### src/rtl/bdre_pkg.sv
// Shared constants and types for the descriptor ring engine.
// Assumes a 16-bit status word, a 16-bit length and a 32-bit buffer pointer.
package bdre_pkg;
    localparam int STAT_W   = 16;
    localparam int LEN_W    = 16;
    localparam int PTR_W    = 32;
    localparam int OWN_BIT  = 15;   // ready (tx) / empty (rx)
    localparam int WRAP_BIT = 13;
    localparam int LAST_BIT = 11;
    localparam int ERR_W    = 6;
    localparam logic [31:0] KICK_VALUE = 32'h0100_0000;

    typedef enum logic {WALK_IDLE, WALK_RUN} walk_e;

    typedef enum logic [2:0] {
        REG_RX_BASE = 3'd0,
        REG_TX_BASE = 3'd1,
        REG_RX_KICK = 3'd2,
        REG_TX_KICK = 3'd3,
        REG_EVENT   = 3'd4,
        REG_MAX_LEN = 3'd5
    } reg_e;

    typedef struct packed {
        logic [STAT_W-1:0] stat;
        logic [LEN_W-1:0]  len;
        logic [PTR_W-1:0]  buf_ptr;
    } desc_t;
endpackage

### src/rtl/bdre_desc_store.sv
// Descriptor table with one host write port and two engine write ports.
// Assumes the two rings occupy disjoint indices; on a same-index clash the
// receive engine wins over transmit, and both win over the host.
module bdre_desc_store
    import bdre_pkg::*;
#(
    parameter int NDESC = 8,
    localparam int IW = $clog2(NDESC)
) (
    input  logic              clk,
    input  logic              rst_n,
    input  logic              host_we,
    input  logic [IW-1:0]     host_idx,
    input  logic [1:0]        host_sel,
    input  logic [31:0]       host_wdata,
    input  logic              tx_we,
    input  logic [IW-1:0]     tx_idx,
    input  logic [STAT_W-1:0] tx_stat,
    input  logic              rx_we,
    input  logic [IW-1:0]     rx_idx,
    input  logic [STAT_W-1:0] rx_stat,
    input  logic [LEN_W-1:0]  rx_len,
    input  logic [IW-1:0]     tx_ridx,
    output desc_t             tx_rdesc,
    input  logic [IW-1:0]     rx_ridx,
    output logic [STAT_W-1:0] rx_rstat,
    input  logic [IW-1:0]     host_ridx,
    output desc_t             host_rdesc
);
    desc_t mem [NDESC];

    for (genvar e = 0; e < NDESC; e++) begin : g_ent
        desc_t ent_q;
        // Per-entry update with fixed write priority.
        always_ff @(posedge clk) begin
            if (!rst_n) begin
                ent_q <= '0;
            end else if (rx_we && rx_idx == IW'(e)) begin
                ent_q.stat <= rx_stat;
                ent_q.len  <= rx_len;
            end else if (tx_we && tx_idx == IW'(e)) begin
                ent_q.stat <= tx_stat;
            end else if (host_we && host_idx == IW'(e)) begin
                case (host_sel)
                    2'd0:    ent_q.stat    <= host_wdata[STAT_W-1:0];
                    2'd1:    ent_q.len     <= host_wdata[LEN_W-1:0];
                    2'd2:    ent_q.buf_ptr <= host_wdata;
                    default: ;
                endcase
            end
        end
        assign mem[e] = ent_q;
    end

    assign tx_rdesc   = mem[tx_ridx];
    assign rx_rstat   = mem[rx_ridx].stat;
    assign host_rdesc = mem[host_ridx];

    // a transmit completion hands the slot back to the host
    assert_tx_release_R2: assert property (@(posedge clk) disable iff (!rst_n)
        (tx_we && !(rx_we && rx_idx == tx_idx)) |=> !mem[$past(tx_idx)].stat[OWN_BIT]);
endmodule

### src/rtl/bdre_tx_walker.sv
// Transmit ring walker: after a doorbell it offers each ready descriptor to
// the frame source and writes back status on completion, stopping at the
// first descriptor it does not own. Assumes the host changes the first index
// only while the ring is idle.
module bdre_tx_walker
    import bdre_pkg::*;
#(
    parameter int NDESC = 8,
    localparam int IW = $clog2(NDESC)
) (
    input  logic              clk,
    input  logic              rst_n,
    input  logic              kick,
    input  logic              base_we,
    input  logic [IW-1:0]     base_idx,
    input  desc_t             cur_desc,
    output logic [IW-1:0]     cur_idx,
    input  logic              tx_done,
    input  logic [3:0]        tx_retry,
    output logic              tx_valid,
    output logic [LEN_W-1:0]  tx_len,
    output logic [PTR_W-1:0]  tx_buf,
    output logic              wr_en,
    output logic [STAT_W-1:0] wr_stat,
    output logic              fire
);
    walk_e         state_q;
    logic [IW-1:0] base_q, cur_q, nxt_idx;
    logic          owned;

    assign owned    = cur_desc.stat[OWN_BIT];
    assign tx_valid = (state_q == WALK_RUN) && owned;
    assign tx_len   = cur_desc.len;
    assign tx_buf   = cur_desc.buf_ptr;
    assign fire     = tx_valid && tx_done;
    assign wr_en    = fire;
    assign cur_idx  = cur_q;

    // Build the write-back status: release ownership, record retries.
    always_comb begin
        wr_stat           = cur_desc.stat;
        wr_stat[OWN_BIT]  = 1'b0;
        wr_stat[5:2]      = tx_retry;
    end

    // Next slot: wrap to the first index, else step modulo the table size.
    assign nxt_idx = cur_desc.stat[WRAP_BIT] ? base_q :
                     (cur_q == IW'(NDESC-1)) ? '0 : cur_q + 1'b1;

    // Walk state and ring pointer.
    always_ff @(posedge clk) begin
        if (!rst_n) begin
            state_q <= WALK_IDLE;
            base_q  <= '0;
            cur_q   <= '0;
        end else begin
            if (state_q == WALK_IDLE && kick)      state_q <= WALK_RUN;
            else if (state_q == WALK_RUN && !owned) state_q <= WALK_IDLE;
            if (base_we) begin
                base_q <= base_idx;
                cur_q  <= base_idx;
            end else if (fire) begin
                cur_q  <= nxt_idx;
            end
        end
    end

    // without a doorbell an idle ring offers nothing next cycle
    assert_idle_quiet_R5: assert property (@(posedge clk) disable iff (!rst_n)
        (state_q == WALK_IDLE && !kick) |=> !tx_valid);
    // an offered frame holds until the source completes it
    assert_offer_hold_R3: assert property (@(posedge clk) disable iff (!rst_n)
        (tx_valid && !tx_done && !base_we) |=> (tx_valid && $stable(tx_len) && $stable(tx_buf)));
endmodule

### src/rtl/bdre_rx_walker.sv
// Receive ring walker: after a doorbell it accepts frames into empty
// descriptors, clamps over-long frames to the programmed limit and stops at
// the first descriptor it does not own. Assumes the host changes the first
// index only while the ring is idle.
module bdre_rx_walker
    import bdre_pkg::*;
#(
    parameter int NDESC = 8,
    localparam int IW = $clog2(NDESC)
) (
    input  logic              clk,
    input  logic              rst_n,
    input  logic              kick,
    input  logic              base_we,
    input  logic [IW-1:0]     base_idx,
    input  logic [LEN_W-1:0]  max_len,
    input  logic [STAT_W-1:0] cur_stat,
    output logic [IW-1:0]     cur_idx,
    output logic              rx_ready,
    input  logic              rx_valid,
    input  logic [LEN_W-1:0]  rx_len,
    input  logic [ERR_W-1:0]  rx_err,
    output logic              wr_en,
    output logic [STAT_W-1:0] wr_stat,
    output logic [LEN_W-1:0]  wr_len,
    output logic              fire
);
    walk_e            state_q;
    logic [IW-1:0]    base_q, cur_q, nxt_idx;
    logic             owned, too_long;
    logic [ERR_W-1:0] err_mix;

    assign owned    = cur_stat[OWN_BIT];
    assign rx_ready = (state_q == WALK_RUN) && owned;
    assign fire     = rx_ready && rx_valid;
    assign wr_en    = fire;
    assign cur_idx  = cur_q;
    assign too_long = rx_len > max_len;
    assign wr_len   = too_long ? max_len : rx_len;
    assign err_mix  = rx_err | {too_long, {(ERR_W-1){1'b0}}};

    // Write-back status: release, mark last, replace error field.
    always_comb begin
        wr_stat               = cur_stat;
        wr_stat[OWN_BIT]      = 1'b0;
        wr_stat[LAST_BIT]     = 1'b1;
        wr_stat[ERR_W-1:0]    = err_mix;
    end

    // Next slot: wrap to the first index, else step modulo the table size.
    assign nxt_idx = cur_stat[WRAP_BIT] ? base_q :
                     (cur_q == IW'(NDESC-1)) ? '0 : cur_q + 1'b1;

    // Walk state and ring pointer.
    always_ff @(posedge clk) begin
        if (!rst_n) begin
            state_q <= WALK_IDLE;
            base_q  <= '0;
            cur_q   <= '0;
        end else begin
            if (state_q == WALK_IDLE && kick)      state_q <= WALK_RUN;
            else if (state_q == WALK_RUN && !owned) state_q <= WALK_IDLE;
            if (base_we) begin
                base_q <= base_idx;
                cur_q  <= base_idx;
            end else if (fire) begin
                cur_q  <= nxt_idx;
            end
        end
    end

    // a stored length never exceeds the limit
    assert_len_cap_R8: assert property (@(posedge clk) disable iff (!rst_n)
        wr_en |-> (wr_len <= max_len));
    // without a doorbell an idle ring accepts nothing next cycle
    assert_idle_quiet_R5: assert property (@(posedge clk) disable iff (!rst_n)
        (state_q == WALK_IDLE && !kick) |=> !rx_ready);
endmodule

### src/rtl/bd_ring_engine.sv
// Top of the descriptor ring engine: register port (first indices, doorbells,
// length limit, events), descriptor table and the two ring walkers.
// Assumes the host keeps the two rings on disjoint table indices.
module bd_ring_engine
    import bdre_pkg::*;
#(
    parameter int NDESC       = 8,
    parameter int MAX_LEN_DEF = 1520,
    localparam int IW = $clog2(NDESC)
) (
    input  logic          clk,
    input  logic          rst_n,
    input  logic          cfg_we,
    input  logic [2:0]    cfg_addr,
    input  logic [31:0]   cfg_wdata,
    input  logic          desc_we,
    input  logic [IW-1:0] desc_wr_idx,
    input  logic [1:0]    desc_wr_sel,
    input  logic [31:0]   desc_wdata,
    input  logic [IW-1:0] desc_rd_idx,
    input  logic [1:0]    desc_rd_sel,
    output logic [31:0]   desc_rdata,
    output logic          evt_tx,
    output logic          evt_rx,
    output logic          tx_valid,
    output logic [15:0]   tx_len,
    output logic [31:0]   tx_buf,
    input  logic          tx_done,
    input  logic [3:0]    tx_retry,
    output logic          rx_ready,
    input  logic          rx_valid,
    input  logic [15:0]   rx_len,
    input  logic [5:0]    rx_err
);
    logic [LEN_W-1:0]  max_q;
    logic [1:0]        evt_q;
    logic              tx_kick, rx_kick, tx_base_we, rx_base_we, evt_clr;
    logic              tx_we, rx_we, tx_fire, rx_fire;
    logic [IW-1:0]     tx_idx, rx_idx;
    logic [STAT_W-1:0] tx_wstat, rx_wstat, rx_cur_stat;
    logic [LEN_W-1:0]  rx_wlen;
    desc_t             tx_cur, host_desc;

    assign tx_kick    = cfg_we && cfg_addr == REG_TX_KICK && cfg_wdata == KICK_VALUE;
    assign rx_kick    = cfg_we && cfg_addr == REG_RX_KICK && cfg_wdata == KICK_VALUE;
    assign tx_base_we = cfg_we && cfg_addr == REG_TX_BASE;
    assign rx_base_we = cfg_we && cfg_addr == REG_RX_BASE;
    assign evt_clr    = cfg_we && cfg_addr == REG_EVENT;

    // Length limit register.
    always_ff @(posedge clk) begin
        if (!rst_n)                                  max_q <= LEN_W'(MAX_LEN_DEF);
        else if (cfg_we && cfg_addr == REG_MAX_LEN) max_q <= cfg_wdata[LEN_W-1:0];
    end

    // Completion events: set on completion, write-one-to-clear, set wins.
    always_ff @(posedge clk) begin
        if (!rst_n) begin
            evt_q <= '0;
        end else begin
            evt_q[0] <= rx_fire | (evt_q[0] & ~(evt_clr & cfg_wdata[0]));
            evt_q[1] <= tx_fire | (evt_q[1] & ~(evt_clr & cfg_wdata[1]));
        end
    end

    assign evt_rx = evt_q[0];
    assign evt_tx = evt_q[1];

    // Host read mux over the selected descriptor word.
    always_comb begin
        case (desc_rd_sel)
            2'd0:    desc_rdata = {16'b0, host_desc.stat};
            2'd1:    desc_rdata = {16'b0, host_desc.len};
            2'd2:    desc_rdata = host_desc.buf_ptr;
            default: desc_rdata = '0;
        endcase
    end

    bdre_desc_store #(.NDESC(NDESC)) u_store (
        .clk(clk), .rst_n(rst_n),
        .host_we(desc_we), .host_idx(desc_wr_idx), .host_sel(desc_wr_sel), .host_wdata(desc_wdata),
        .tx_we(tx_we), .tx_idx(tx_idx), .tx_stat(tx_wstat),
        .rx_we(rx_we), .rx_idx(rx_idx), .rx_stat(rx_wstat), .rx_len(rx_wlen),
        .tx_ridx(tx_idx), .tx_rdesc(tx_cur),
        .rx_ridx(rx_idx), .rx_rstat(rx_cur_stat),
        .host_ridx(desc_rd_idx), .host_rdesc(host_desc)
    );

    bdre_tx_walker #(.NDESC(NDESC)) u_tx (
        .clk(clk), .rst_n(rst_n), .kick(tx_kick),
        .base_we(tx_base_we), .base_idx(cfg_wdata[IW-1:0]),
        .cur_desc(tx_cur), .cur_idx(tx_idx),
        .tx_done(tx_done), .tx_retry(tx_retry),
        .tx_valid(tx_valid), .tx_len(tx_len), .tx_buf(tx_buf),
        .wr_en(tx_we), .wr_stat(tx_wstat), .fire(tx_fire)
    );

    bdre_rx_walker #(.NDESC(NDESC)) u_rx (
        .clk(clk), .rst_n(rst_n), .kick(rx_kick),
        .base_we(rx_base_we), .base_idx(cfg_wdata[IW-1:0]), .max_len(max_q),
        .cur_stat(rx_cur_stat), .cur_idx(rx_idx),
        .rx_ready(rx_ready), .rx_valid(rx_valid), .rx_len(rx_len), .rx_err(rx_err),
        .wr_en(rx_we), .wr_stat(rx_wstat), .wr_len(rx_wlen), .fire(rx_fire)
    );

    // a transmit completion always leaves its event set
    assert_evt_tx_set_R9: assert property (@(posedge clk) disable iff (!rst_n)
        tx_fire |=> evt_tx);
    // a receive completion always leaves its event set
    assert_evt_rx_set_R9: assert property (@(posedge clk) disable iff (!rst_n)
        rx_fire |=> evt_rx);
endmodule

### config.mk
export PLATFORM = sky130hd
export DESIGN_NAME = bd_ring_engine
export DESIGN_NICKNAME = d
export VERILOG_FILES = /design/src/rtl/bdre_pkg.sv /design/src/rtl/bdre_desc_store.sv /design/src/rtl/bdre_tx_walker.sv /design/src/rtl/bdre_rx_walker.sv /design/src/rtl/bd_ring_engine.sv
export SDC_FILE = /design/constraint.sdc
export NUM_CORES = 2
export LEC_CHECK = 0
export BUFFER_PORTS_ARGS = -buffer_cell sky130_fd_sc_hd__buf_2
export CAP_MARGIN = 15
export CORE_MARGIN = 2
export CORE_UTILIZATION = 56
export CTS_BUF_LIST = sky130_fd_sc_hd__clkbuf_8
export DETAILED_ROUTE_END_ITERATION = 8
export GPL_TIMING_DRIVEN = 0
export PLACE_DENSITY = 0.74
export SYNTH_ARGS = -nofsm -noshare
export SYNTH_HDL_FRONTEND = slang
export SYNTH_HIERARCHICAL = 1
export SYNTH_SLANG_ARGS = --single-unit
### constraint.sdc
create_clock -name clk -period 3.95 [get_ports clk]
set_input_delay 0.5925 -clock clk [delete_from_list [all_inputs] [get_ports clk]]
set_output_delay 0.5925 -clock clk [all_outputs]
set_load 0.005 [all_outputs]
# Yosys cells after proc, flatten, opt, wreduce, memory -nomap -nowiden
# Cells that the tools add are included.
# classes
reduce_logical,124
n_lt_le_gt_ge,4
mul,0
n_bitwise,31
add_sub_neg,2
n_div,0
mux,72
shifts,0
n_eq_ne,39
# op_table
operator,n
$bmux W64 S3,3
$mux W63,8
$mux W48,8
$mux W64,6
$mux W32,8
$mux W31,8
$mux W15,16
$pmux W32 S3,1
$reduce_bool A3 Y1,16
$eq A3 B3 Y1 const B,14
$logic_and A1 B1 Y1,40
$reduce_bool A2 Y1,20
$eq A32 B25 Y1 const B,1
$mux W16,2
$reduce_and A2 Y1,16
$reduce_and A4 Y1,8
$eq A3 B2 Y1 const B,8
$mux W3,8
$reduce_and A3 Y1,8
$reduce_or A3 Y1,8
$not A1 Y1,21
$gt A16 B16 Y1,1
$ne A2 B1 Y1 const B,8
$eq A3 B1 Y1 const B,4
other kinds (12),31
# totals
rom_bits,0
output_inout_bits,84
mem_count,0
input_bits,109
ramBits,0
register_bits,544
latchBits,0

# Longest topological paths before layout
# logic_depth
word_depth,9
ltp_mapped,14
ltp_nobuf,10

# By module
# Netlist, hierarchy kept.
# modules_own_cells
module,n_inst,area_per_inst_um2,seq_area_each_um2,cells_per_inst
bdre_desc_store,1,30311.6,10249.8,3226
bd_ring_engine,1,1268.7,360.3,167
bdre_rx_walker,1,1133.6,140.1,131
bdre_tx_walker,1,842.1,140.1,102

# Least setup slack after synthesis
# No wires, ideal clock.
# synth_timing
kind,register to register
start,register u_rx.cur_q[0] (netlist: u_rx/cur_idx[0])
end,register u_store/g_ent[2].ent_q[31] (netlist bit)
path_stages_with_launch,15
slack_ns,0.322
period_less_slack_ns,3.628
required_ns,3.818
setup_ns,0.132
path_buffers,7
t_arrival_ns,3.496
cell_sequence,dfxtp_1 clkbuf_1 buf_2 mux4_2 mux2_2 and3_1 clkbuf_1 buf_4 buf_2 and4bb_2 or4_1 buf_2 buf_6 nand2_1 a21oi_1
# synth_via
elab_chain_len,9
# synth_lines
element,line_no,text
start: declaration,bdre_rx_walker.sv:29,"logic [IW-1:0] base_q, cur_q, nxt_idx;"
start signal: assignment,bdre_rx_walker.sv:65,cur_q <= base_idx;
start signal: assignment,bdre_rx_walker.sv:67,cur_q <= nxt_idx;
$not A3 Y4 (implied by the code),bdre_desc_store.sv:56,assign rx_rstat = mem[rx_ridx].stat;
$bmux W64 S3,bdre_desc_store.sv:56,
$mux W64 (implied by the code) (2 in series),bdre_desc_store.sv:56,
via rx_cur_stat[15],bd_ring_engine.sv:40,"logic [STAT_W-1:0] tx_wstat, rx_wstat, rx_cur_stat;"
$logic_and A1 B1 Y1,bdre_rx_walker.sv:34,assign rx_ready = (state_q == WALK_RUN) && owned;
$logic_and A1 B1 Y1,bdre_rx_walker.sv:35,assign fire = rx_ready && rx_valid;
via rx_fire,bd_ring_engine.sv:38,"logic tx_we, rx_we, tx_fire, rx_fire;"
$logic_and A1 B1 Y1,bdre_desc_store.sv:38,end else if (rx_we && rx_idx == IW'(e)) begin
$not A1 Y1 (no line),--,
$reduce_and A4 Y1 (no line),--,
end: declaration,bdre_desc_store.sv:33,desc_t ent_q;
# The timed path passes the listed nets, and every way through them passes these cells. The select of a mux whose other input is x is not followed.
# A chain may end at the register's enable or synchronous reset.

==> summary by stage <==
Run status
The run finished, with violations left. The final reports fail on setup timing.

Global route
The first-pass GRT wire length is 209000 µm. The initial antenna violation count is 11. The via count of the first global-routing pass came to 31300. Across every metal layer, demand over resource in global routing totals 47.4%. Entering global routing, the biggest net connects 26 pins. Summed over all layers, the global routing overflow is 0.

Worst setup path
Walking the worst path, the cells encountered are buf_2 -> clkbuf_2 -> buf_2 -> mux4_2 -> mux2_2 -> mux2i_1 -> o21ai_0 -> buf_2. The required time at the endpoint of the critical path is 3.36 ns. Of all nets on the critical path, the largest fanout is 10. By startpoint and endpoint, the worst setup path is classified as input port to output pin. The critical path crosses 8 cells after its start point. STA puts the critical path data arrival time at 3.44 ns.

Broken down by cell family, the worst path's largest delay share belongs to buffers and inverters. The total buffers and inverters traversed by the critical path is 4. Counting stages on the worst path, the most repeated cell is buf_2. STA classifies the critical path startpoint as an input port.

The stage delay of the slowest cell on the critical path is 0.58 ns. The number of cells on the worst reg-to-reg path is 11. Among all stages on the critical path, the largest delay is contributed by clkbuf_2. STA classifies the critical path endpoint as an output pin.

Drt
The detail-routed net length per standard cell is 31.1 µm. The via count is 33500. The number of detailed-routing iterations run before antenna repair is 6.

The average via count per standard cell is 7.12. After detailed routing, the total wire length is 147000 µm. The DRC marker count from the first detailed-route iteration is 5591. After detailed routing, the number of remaining DRC violations is 0. The count of nets left with antenna violations once routing finished came out at 0.

CTS
The maximum level of the CTS H-tree is 3. For the worst-skew pair, the clock arrives at the later sink with an insertion delay of 0.73 ns. The cell sitting at the root of the clock tree is a clkbuf_8.

The clock net in this run drives a total of 544 sinks. The clock input transition at the sequential cells of the worst setup and hold paths is 0.06 ns. The clock tree from TritonCTS is yes. The number of buffers created by CTS is 94. Counting along the longest clock path gives a buffer depth of 3.

Cells and area
Cells fill 64.0% of the core in the end. The count of nets after finishing is 3993. Of the cells placed in the final design, the portion with a size suffix greater than 1 is 27.2%. The final design instance area without fill is 0.0371 mm².

After the flow finishes, the layout carries non-filler instances totaling 4708. The library cells used most frequently in the layout, excluding fill and tap cells, are nand2_1 (687), dfxtp_1 (540), a21oi_1 (376). From synthesis to final layout, the design area changed by 12.5%.

The library cell used most frequently in the layout, excluding fill and tap cells, is nand2_1.

Yosys
The total nets after synthesis is 3722. During synthesis, Yosys emitted a total of 6 warnings. The synthesized instance count is 3593. The post-synthesis instance area is 0.0329 mm².

The per-instance average area after synthesis is 9.17 µm².

Place
The post-detailed-placement cell area is 0.0347 mm². The half-perimeter wire length after detailed placement is 106000 µm. Routability-driven placement finished with a final weighted congestion of 1.07. The number of port buffers is 153.

The instance count after placement with tap cells included is 4515.

STA
The slew at the pin closest to its max-slew limit is 1.28 ns. Measured against its own limit, the worst slew margin works out to 14.4%. The worst hold margin is 0.120 ns. In the finished design, the share of the clock period the worst path needs comes to 102%. Summed over all failing endpoints, the final setup total negative slack is -0.0814 ns. Timing would allow up to 248 MHz. After layout, the worst setup slack is -0.0814 ns. Setup violations remaining at the end of the flow were counted as 1. The count of endpoints failing hold in the final timing report is 0. Setup repair after global routing left no endpoint under its margin. Across the routed clock network, the largest skew measured is 0.0471 ns. The minimum clock period is 4.03 ns. The number of pins exceeding their max-slew limit in the final report came to 0.

Die
The I/O pin count is 193. The floorplan has 88 rows. The horizontal extent of the die is 247 µm. The full die area is 0.0608 mm².

The height of the die is 247 µm. The total area inside the core boundary comes to 0.0579 mm². The starting utilization of the core area is 56.9%.

Hold path
The worst hold-check path type is input port to flip-flop. The hold path depth is 3.

Pwr
IR analysis of the VDD net gives a maximum drop of 0.265 mV. Dividing total power by cell area gives a power density of 325 mW/mm². The static leakage is 0.0132 µW.

Run
Max-cap violations in this run came to 0.
[what timing repair did]
item	CTS	global route
pin swaps	9	2
endpoints found under the hold margin	0	0
setup endpoints to repair	577	351
setup buffers	19	4
hold buffers	0	0
resized for setup	83	33
[routing by layer]
layer | part of all wire, % | track usage (%)
met1 | 36 | 60.8
met2 | 41 | 67.0
met3 | 15 | 17.5
met4 | 7.4 | 30.4
met5 | 0.10 | 1.55
[worst min-delay path: cells and delay by family]
kind	cells	cell delay (ns)
buffers and inverters	1	0.10
and+or+nand+nor	2	0.12
[worst paths after layout]
path	start	end	slack (ns)
max	desc_rd_idx[1]	desc_rdata[0]	-0.08
max reg2reg	u_tx/cur_idx[2]	u_store/g_ent[0].ent_q[51]	0.04
min	cfg_wdata[7]	max_q[7]	0.12
min reg2reg	u_store/g_ent[0].ent_q[51]	u_store/g_ent[0].ent_q[51]	0.46
[through the flow]
stage,power [µW],worst slack (ns)
finish,12000,-0.0814
global route,12300,0.000797
CTS,12000,0.0148
detailed placement,6870,-1.69
global placement,6860,-1.70
floorplan,6380,0.463
[final cells by class]
cell class | instances | area [µm²]
Antenna cell | 7 | 17.5
Buffer | 486 | 2600
Clock buffer | 117 | 1610
Clock inverter | 51 | 245
Fill cell | 4993 | 20900
Inverter | 19 | 71.3
Multi-Input combinational cell | 2539 | 19700
Sequential cell | 544 | 10900
Tap cell | 765 | 957
Timing Repair Buffer | 180 | 988
[where the power goes]
| group | internal [µW] | total (µW) | switching [µW] |
|---|---|---|---|
| Clock | 2720 | 5200 | 2480 |
| Sequential | 5540 | 5580 | 42.8 |
| Combinational | 378 | 1270 | 891 |
| Total | 8630 | 12000 | 3410 |
[flip-flops by register name (all words and copies together) (netlist names)]
signal               cells
u_store/g_ent.ent_q    512
u_rx/base_q              3
u_tx/base_q              3
evt_q                    2
u_tx/state_q             1
u_rx/state_q             1
max_q                   16
u_tx/cur_idx             3
u_rx/cur_idx             3
Note: power is estimated with default switching activity, not from simulation.
